### config.mk
export PLATFORM = sky130hd
export DESIGN_NAME = wave_oneshot_player
export DESIGN_NICKNAME = d
export VERILOG_FILES = /design/src/rtl/wop_pkg.sv /design/src/rtl/wop_mod_counter.sv /design/src/rtl/wop_wave_table.sv /design/src/rtl/wop_datapath.sv /design/src/rtl/wop_ctrl.sv /design/src/rtl/wave_oneshot_player.sv
export SDC_FILE = /design/constraint.sdc
export NUM_CORES = 1
export LEC_CHECK = 0
export BUFFER_PORTS_ARGS = -buffer_cell sky130_fd_sc_hd__buf_2
export CAP_MARGIN = 10
export CORE_ASPECT_RATIO = 2
export CORE_MARGIN = 4
export CORE_UTILIZATION = 52
export DETAILED_ROUTE_END_ITERATION = 6
export PLACE_DENSITY = 0.68
export SLEW_MARGIN = 0
export SYNTH_ARGS = -nofsm -noshare
export SYNTH_HDL_FRONTEND = slang
export SYNTH_SLANG_ARGS = --single-unit
export TNS_END_PERCENT = 50
### constraint.sdc
create_clock -name clk -period 7.85 [get_ports clk]
set_input_delay 1.57 -clock clk [delete_from_list [all_inputs] [get_ports clk]]
set_output_delay 1.57 -clock clk [all_outputs]
set_load 0.005 [all_outputs]
### src/rtl/wop_pkg.sv
package wop_pkg;

  // Strobes from control to datapath
  typedef struct packed {
    logic start;  // clear both counters, new pass begins
    logic run;    // pass in progress, counters may advance
  } wop_ctrl_t;

  // Triangle pattern used to fill the table
  function automatic int unsigned triWave(int unsigned idx, int unsigned depth,
                                          int unsigned slope);
    int unsigned t;
    t = (idx < depth / 2) ? idx : (depth - 1 - idx);
    return t * slope;
  endfunction

endpackage

### src/rtl/wop_mod_counter.sv
module wop_mod_counter #(
  parameter int CNT_W = 8
) (
  input  logic             clk,
  input  logic             rst,
  input  logic             clr,
  input  logic             en,
  input  logic [CNT_W-1:0] limit,
  input  logic [CNT_W-1:0] step,
  output logic [CNT_W-1:0] count,
  output logic             wrap
);

  logic [CNT_W-1:0] gap;
  logic [CNT_W-1:0] nextCount;

  always_comb begin
    gap       = limit - step;
    wrap      = (count >= gap);
    nextCount = wrap ? (count - gap) : (count + step);
  end

  always_ff @(posedge clk) begin
    if (rst || clr) count <= '0;
    else if (en)    count <= nextCount;
  end

  AST_COUNTER_HOLD: assert property (@(posedge clk) disable iff (rst)
    (!en && !clr) |=> $stable(count));
  AST_COUNTER_CLEAR: assert property (@(posedge clk) disable iff (rst)
    clr |=> (count == '0));

endmodule

### src/rtl/wop_wave_table.sv
module wop_wave_table import wop_pkg::*; #(
  parameter int DATA_W = 12,
  parameter int DEPTH  = 64,
  parameter int SLOPE  = 37,
  localparam int ADDR_W = $clog2(DEPTH)
) (
  input  logic              clk,
  input  logic              rst,
  input  logic              rdEn,
  input  logic [ADDR_W-1:0] rdAddr,
  output logic [DATA_W-1:0] rdData
);

  logic [DATA_W-1:0] romArr [DEPTH];

  for (genvar gi = 0; gi < DEPTH; gi++) begin : g_rom
    assign romArr[gi] = DATA_W'(triWave(gi, DEPTH, SLOPE));
  end

  always_ff @(posedge clk) begin
    if (rst)       rdData <= '0;
    else if (rdEn) rdData <= romArr[rdAddr];
  end

  AST_TABLE_HOLD: assert property (@(posedge clk) disable iff (rst)
    !rdEn |=> $stable(rdData));

endmodule

### src/rtl/wop_datapath.sv
module wop_datapath import wop_pkg::*; #(
  parameter int DATA_W = 12,
  parameter int DEPTH  = 64,
  parameter int RATE_W = 8,
  parameter int SLOPE  = 37,
  localparam int ADDR_W = $clog2(DEPTH),
  localparam int ACNT_W = ADDR_W + 1
) (
  input  logic              clk,
  input  logic              rst,
  input  wop_ctrl_t         ctrl,
  input  logic [RATE_W-1:0] rateLimit,
  input  logic [RATE_W-1:0] rateStep,
  output logic [DATA_W-1:0] sampleOut,
  output logic              sampleValid,
  output logic              passDone
);

  logic [RATE_W-1:0] rateCount;
  logic              rateWrap;
  logic [ACNT_W-1:0] addrCount;
  logic              addrWrap;
  logic              stepEn;

  assign stepEn   = ctrl.run & rateWrap;
  assign passDone = stepEn & addrWrap;

  wop_mod_counter #(.CNT_W(RATE_W)) u_rate (
    .clk   (clk),
    .rst   (rst),
    .clr   (ctrl.start),
    .en    (ctrl.run),
    .limit (rateLimit),
    .step  (rateStep),
    .count (rateCount),
    .wrap  (rateWrap)
  );

  wop_mod_counter #(.CNT_W(ACNT_W)) u_addr (
    .clk   (clk),
    .rst   (rst),
    .clr   (ctrl.start),
    .en    (stepEn),
    .limit (ACNT_W'(DEPTH)),
    .step  (ACNT_W'(1)),
    .count (addrCount),
    .wrap  (addrWrap)
  );

  wop_wave_table #(.DATA_W(DATA_W), .DEPTH(DEPTH), .SLOPE(SLOPE)) u_table (
    .clk    (clk),
    .rst    (rst),
    .rdEn   (stepEn),
    .rdAddr (addrCount[ADDR_W-1:0]),
    .rdData (sampleOut)
  );

  always_ff @(posedge clk) begin
    if (rst) sampleValid <= 1'b0;
    else     sampleValid <= stepEn;
  end

  AST_RATE_IN_RANGE: assert property (@(posedge clk) disable iff (rst)
    ctrl.run |-> (rateCount < rateLimit));
  AST_PASS_RESTART: assert property (@(posedge clk) disable iff (rst)
    passDone |=> (addrCount == '0));
  AST_ADDR_IN_TABLE: assert property (@(posedge clk) disable iff (rst)
    addrCount < ACNT_W'(DEPTH));
  AST_RESET_QUIET: assert property (@(posedge clk)
    rst |=> (sampleOut == '0 && !sampleValid));

endmodule

### src/rtl/wop_ctrl.sv
module wop_ctrl import wop_pkg::*; (
  input  logic      clk,
  input  logic      rst,
  input  logic      trigIn,
  input  logic      passDone,
  output wop_ctrl_t ctrl,
  output logic      busy
);

  logic startReq;

  assign startReq   = trigIn & ~busy;
  assign ctrl.start = startReq;
  assign ctrl.run   = busy;

  always_ff @(posedge clk) begin
    if (rst)           busy <= 1'b0;
    else if (startReq) busy <= 1'b1;
    else if (passDone) busy <= 1'b0;
  end

  AST_START_SETS_BUSY: assert property (@(posedge clk) disable iff (rst)
    startReq |=> busy);
  AST_BUSY_HOLDS: assert property (@(posedge clk) disable iff (rst)
    (busy && !passDone) |=> busy);
  AST_DONE_ONLY_BUSY: assert property (@(posedge clk) disable iff (rst)
    passDone |-> busy);

endmodule

### src/rtl/wave_oneshot_player.sv
module wave_oneshot_player import wop_pkg::*; #(
  parameter int DATA_W = 12,
  parameter int DEPTH  = 64,
  parameter int RATE_W = 8,
  parameter int SLOPE  = 37
) (
  input  logic              clk,
  input  logic              rst,
  input  logic              trigIn,
  input  logic [RATE_W-1:0] rateLimit,
  input  logic [RATE_W-1:0] rateStep,
  output logic [DATA_W-1:0] sampleOut,
  output logic              sampleValid,
  output logic              busy
);

  wop_ctrl_t ctrlStb;
  logic      passDone;

  wop_ctrl u_ctrl (
    .clk      (clk),
    .rst      (rst),
    .trigIn   (trigIn),
    .passDone (passDone),
    .ctrl     (ctrlStb),
    .busy     (busy)
  );

  wop_datapath #(
    .DATA_W (DATA_W),
    .DEPTH  (DEPTH),
    .RATE_W (RATE_W),
    .SLOPE  (SLOPE)
  ) u_dp (
    .clk         (clk),
    .rst         (rst),
    .ctrl        (ctrlStb),
    .rateLimit   (rateLimit),
    .rateStep    (rateStep),
    .sampleOut   (sampleOut),
    .sampleValid (sampleValid),
    .passDone    (passDone)
  );

  AST_VALID_AFTER_BUSY: assert property (@(posedge clk) disable iff (rst)
    sampleValid |-> $past(busy));

endmodule

Word-level counts from Yosys, hierarchy flattened. Memories as Yosys holds them, arrays and structs flattened. A register that Yosys moved wholly into a read port is not among the register bits. Index checks and enable logic that the tools add are counted. Widths: inputs -> output; s select.

ROM bits: 768. Input bits: 19. Memories: 1. Word-level logic and storage cells: 23. Flip-flop bits (word level): 17.

Memory list: (no name shown) (depth 64, bits a word 12, read ports 1, clocked after memory_dff 1, wr ports 0, RTL line wop_wave_table.sv:22) `else if (rdEn) rdData <= romArr[rdAddr];`.

Add/subtract/negate cells: 5. Reductions and logical operators: 2. $lt $le $gt $ge: 2. Bitwise operators: 5. Muxes and demuxes: 4.

Operator list (number): $sub 8x8->8 (2); $add 8x8->8 (1); $ge 8x8->1 (1); $mux 8 (1); $add 7x1->7 const B (1); $ge 7x6->1 const B (1); $mux 7 (1); $not 6->7 (1); $sub 7x6->7 const B (1); $and 1x1->1 (3); $mux 1 (2); $reduce_bool 2->1 (1); $logic_or 1x1->1 (1); $not 1->1 (1).

Longest topological paths before layout.
Word-level depth: 6. Mapped depth: 18. Depth with buffers taken out: 15.

Hierarchy. Synthesis repeated with hierarchy kept, for this count alone.

Cells, all modules: 476. Area total of the unflattened synthesis: 3786.1 um2.

Modules (own cells, without submodules): wop_mod_counter at u_dp.u_rate (cells an instance 172, instances 1, area each 1383.8 um2); wop_mod_counter at u_dp.u_addr (cells an instance 144, instances 1, area each 1164.9 um2); wop_wave_table (cells an instance 148, instances 1, area each 1132.3 um2); wop_ctrl (cells an instance 6, instances 1, area each 55.1 um2); wop_datapath (cells an instance 6, instances 1, area each 50.0 um2).

Least setup slack after synthesis. Ideal clock, no wire load.

Path kind: input -> register. Start point: input port rateLimit[0]. End point: register u_dp.u_addr.count[3]. Setup slack: 3.360 ns. Data required time: 7.722 ns. Cell stages on the path: 17. Arrival: 4.363 ns. Path through: inv_1 ha_1 fa_1 nor2b_1 o21ai_0 nand2b_1 a21o_1 a21oi_1 xor2_1 ha_1 buf_1 nand4_1 o221ai_2 buf_4 or4b_1 xor2_1 nor2_1.

Word-level cells in the longest chain between the ends: 3.

RTL lines: start, declared (RTL line wave_oneshot_player.sv:10) `input logic [RATE_W-1:0] rateLimit,`; $sub 8x8->8 (RTL line wop_mod_counter.sv:18) `gap = limit - step;`; $ge 8x8->1 (RTL line wop_mod_counter.sv:19) `wrap = (count >= gap);`; $and 1x1->1 (RTL line wop_datapath.sv:25) `assign stepEn = ctrl.run & rateWrap;`; end signal, assigned (RTL line wop_mod_counter.sv:25) `else if (en) count <= nextCount;`; end, declared (RTL line wop_mod_counter.sv:10) `output logic [CNT_W-1:0] count,`.

No other way between the ends. A chain may end at the register's enable or synchronous reset.

Final worst setup path.
Start point: input port rateStep[1]. End point: register u_dp.u_addr.count[6].

Word-level cells in the longest chain between the ends: 3.

RTL lines: start, declared (RTL line wave_oneshot_player.sv:11) `input logic [RATE_W-1:0] rateStep,`; $sub 8x8->8 (RTL line wop_mod_counter.sv:18); $ge 8x8->1 (RTL line wop_mod_counter.sv:19); $and 1x1->1 (RTL line wop_datapath.sv:25).

No other way between the ends.

==> flow_metrics.env <==
export IMPL_status="completed"
export IMPL_final_core_util_pct=58.3
export IMPL_first_pass_iters=5
export IMPL_hp_start="u_dp.u_table.rdData[3]"
export IMPL_r2r_end="u_dp.u_addr.count[0]"
export IMPL_die_w_um=60.1
export IMPL_drt_total_wl_um=6870
export IMPL_cp_max_fo=20
export IMPL_final_nets=444
export IMPL_ys_seq_elements=28
export IMPL_layout_common_cells="38 x nor2_1, 35 x nand2_1, 34 x ha_1, 33 x o21ai_0, 31 x buf_2"
export IMPL_async_reset_ff_share_pct=0
export IMPL_final_common_cell="nor2_1"
export IMPL_grt_pass1_vias=2727
export IMPL_cts_htree_levels=1
export IMPL_slew_violations=0
export IMPL_netlist_area_sq_mm=0.00282
export IMPL_antennaDiodeCount=0
export IMPL_io_buffers=31
export IMPL_crit_cells=17
export IMPL_cts_buffers=3
export IMPL_critical_path_class="in -> reg"
export IMPL_vias=2676
export IMPL_min_path_type="reg -> reg"
export IMPL_cts_setup_buffers=0
export IMPL_cpMostUsedCell="o21ai_0"
export IMPL_critPathLaunchType="input port"
export IMPL_tritoncts="built"
export IMPL_crit_family="compound AO/OA/AOI/OAI gates"
export IMPL_ios=33
export IMPL_cts_hold_fix_buffers=0
export IMPL_cts_root_buf="clkbuf_8"
export IMPL_worstMarginPinSlew_ns=0.844
export IMPL_hold_depth=2
export IMPL_arrival_ns=5.21
export IMPL_r2r_slack_ns=4.99
export IMPL_synth_edff_count=0
export IMPL_synth_nets=431
export IMPL_drive_above_1_share_pct=10.6
export IMPL_tns_ns=0
export IMPL_p_per_area_mw_per_mm2=141
export IMPL_wire_per_inst_um=15.4
export IMPL_die_h_um=112
export IMPL_yosysSeqAreaShare_pct=19.9
export IMPL_rsz0062_at_grt="no"
export IMPL_ir_drop_mv=0.119
export IMPL_final_hold_violation_count=0
export IMPL_viasPerCell=6.01
export IMPL_fin_skew_ns=0.00507
export IMPL_synth_distinct_cells=52
export IMPL_clock_sinks=28
export IMPL_path_clk_slew_ns=0.10
export IMPL_cp_end_kind="flip-flop"
export IMPL_ys_flop_type="dfxtp_1"
export IMPL_reg2reg_from="u_dp.u_rate.count[0]"
export IMPL_r2r_cells=11
export IMPL_ant_nets=0
export IMPL_grt_pass1_wl_um=11800
export IMPL_relSlewSlack_pct=43.7
export IMPL_hold_end="u_dp.u_table.rdData[3]"
export IMPL_slowest_stage="and2_1"
export IMPL_ys_warn_count=0
export IMPL_cp_cell_sequence="buf_2 > inv_1 > ha_1 > nor2b_1 > o21ai_0 > a21boi_0 > o21ai_0 > nand2b_1 > xnor2_1 > ha_1 > a21o_1 > a21oi_1 > o221ai_2 > buf_4 > and2_1 > o21ai_0 > a32o_1"
export IMPL_antenna_found_initial=0
export IMPL_core_area_sq_mm=0.00518
export IMPL_grt_use_total_pct=21.9
export IMPL_period_minus_slack_ns=5.03
export IMPL_dieArea_sq_mm=0.00673
export IMPL_power_leakage_uw=0.00129
export IMPL_syn_inst=375
export IMPL_area_growth_syn_to_layout_pct=7.33
export IMPL_cp_required_ns=8.02
export IMPL_initial_core_util_pct=54.3
export IMPL_min_period_over_period_pct=64.1
export IMPL_grt_overflow=0
export IMPL_critical_path_buf_inv_count=3
export IMPL_final_setup_viol_count=0
export IMPL_max_cap_viol_count=0
export IMPL_max_stage_delay_ns=0.59
export IMPL_clockBufferDepth=2
export IMPL_cts_resized=0
export IMPL_drtIter0Drc=125
export IMPL_clk_latency_ns=0.27
export IMPL_route_detailed_drc=0
export IMPL_fp_row_count=37
export IMPL_max_clock_freq_ghz=0.199
export IMPL_place_congestion=0.870
export IMPL_hpwl_um=5430
export IMPL_syn_area_per_cell_sq_um=7.51
export IMPL_grt_max_degree=32
==> worst min-delay path, delay by kind of cell (launching register included) <==
family	cells	cell delay, ns
DFF	1	0.32
and+or+nand+nor	1	0.05
AOI/OAI and AO/OA	1	0.05
==> flip-flops by register name, summed over array words and instances, names as in the netlist <==
register and cells:
u_dp.sampleValid 1, u_ctrl.busy 1, u_dp.u_rate.count 8, u_dp.u_addr.count 7, u_dp.u_table.rdData 11
==> stage by stage <==
step | total power, uW | instance area (sq um) | setup WS, ns | hold WS [ns] | instances
3_5_place_dp | 313 | 2950 | 2.49 | 0.440 | 441
5_1_grt | 455 | 3020 | 2.47 | 0.491 | 445
2_1_floorplan | 277 | 2820 | 3.36 | 0.448 | 375
3_3_place_gp | 310 | 2950 | 2.62 | 0.436 | 441
6_report | 426 | 3020 | 2.82 | 0.452 | 445
4_1_cts | 429 | 3020 | 2.77 | 0.455 | 445
==> power by group <==
part / internal (uW) / switching [uW] / leakage (uW)
logic: 67.1 / 88.6 / 0.00103
clock network: 68.3 / 45.9 / 0.0000357
registers: 149 / 7.04 / 0.000227
total: 284 / 142 / 0.00129
==> worst max-delay path by stage <==
| stage | startpoint | end | slack (ns) |
|---|---|---|---|
| 4_1_cts | rateStep[1] | u_dp.u_addr.count[6] | 2.77 |
| 5_1_grt | rateStep[1] | u_dp.u_addr.count[6] | 2.47 |
| 6_report | rateStep[1] | u_dp.u_addr.count[6] | 2.82 |
| 2_1_floorplan | rateLimit[0] | u_dp.u_addr.count[3] | 3.36 |
| 3_5_place_dp | rateStep[1] | u_dp.u_addr.count[6] | 2.49 |
| 3_3_place_gp | rateStep[1] | u_dp.u_addr.count[6] | 2.62 |
==> final cells by class <==
class	count	area, sq um
clock buffer	3	41.3
clock inverter	1	30.0
sequential	28	561
fill	510	2160
tap	58	72.6
inverter	25	93.8
multi-input combinational	296	2050
timing repair buffer	34	178
==> synth_stat cells (3+ instances only) <==
master    count  share of area, %
o21a_1        3              0.80
a211oi_1     10               2.7
fa_1          3               2.1
buf_2         7               1.2
xor2_1       10               3.1
a21boi_0      3              0.80
nor3_1        8               1.4
dfxtp_1      28                20
nand2b_1      3              0.67
nor2_1       38               5.1
nor2b_1       6               1.3
o211ai_1      8               2.1
ha_1         34                15
nand3_1       4              0.71
xnor2_1      15               4.7
nand2_1      35               4.7
a21oi_1      29               5.2
a21o_1        6               1.6
o22ai_1       3              0.67
mux2i_1      10               3.6
a311oi_1      3              0.93
inv_1        25               3.3
clkbuf_1     14               1.9
o21ai_0      33               5.9
==> cell families after synthesis <==
| kind of cell | after synthesis | synth area share, % |
|---|---|---|
| other | 1 | 0.133 |
| xor gates and xnor gates | 25 | 7.77 |
| adders and majority gates | 37 | 17.2 |
| buffers and inverters | 51 | 7.42 |
| muxes | 12 | 4.75 |
| DFF | 28 | 19.9 |
| AOI/OAI and AO/OA | 115 | 26.0 |
| and+or+nand+nor | 106 | 16.8 |
==> per-layer routing <==
metal  global-route usage, %  vias to the layer above  share of wire, %
li1                        -                     1344                 -
met1                    21.2                     1224                35
met2                    42.1                       82                57
met3                    1.04                       26               2.7
met4                    12.6                        0               4.9
met5                       0                        -                 0
Note: power is estimated with default switching activity, not from simulation.
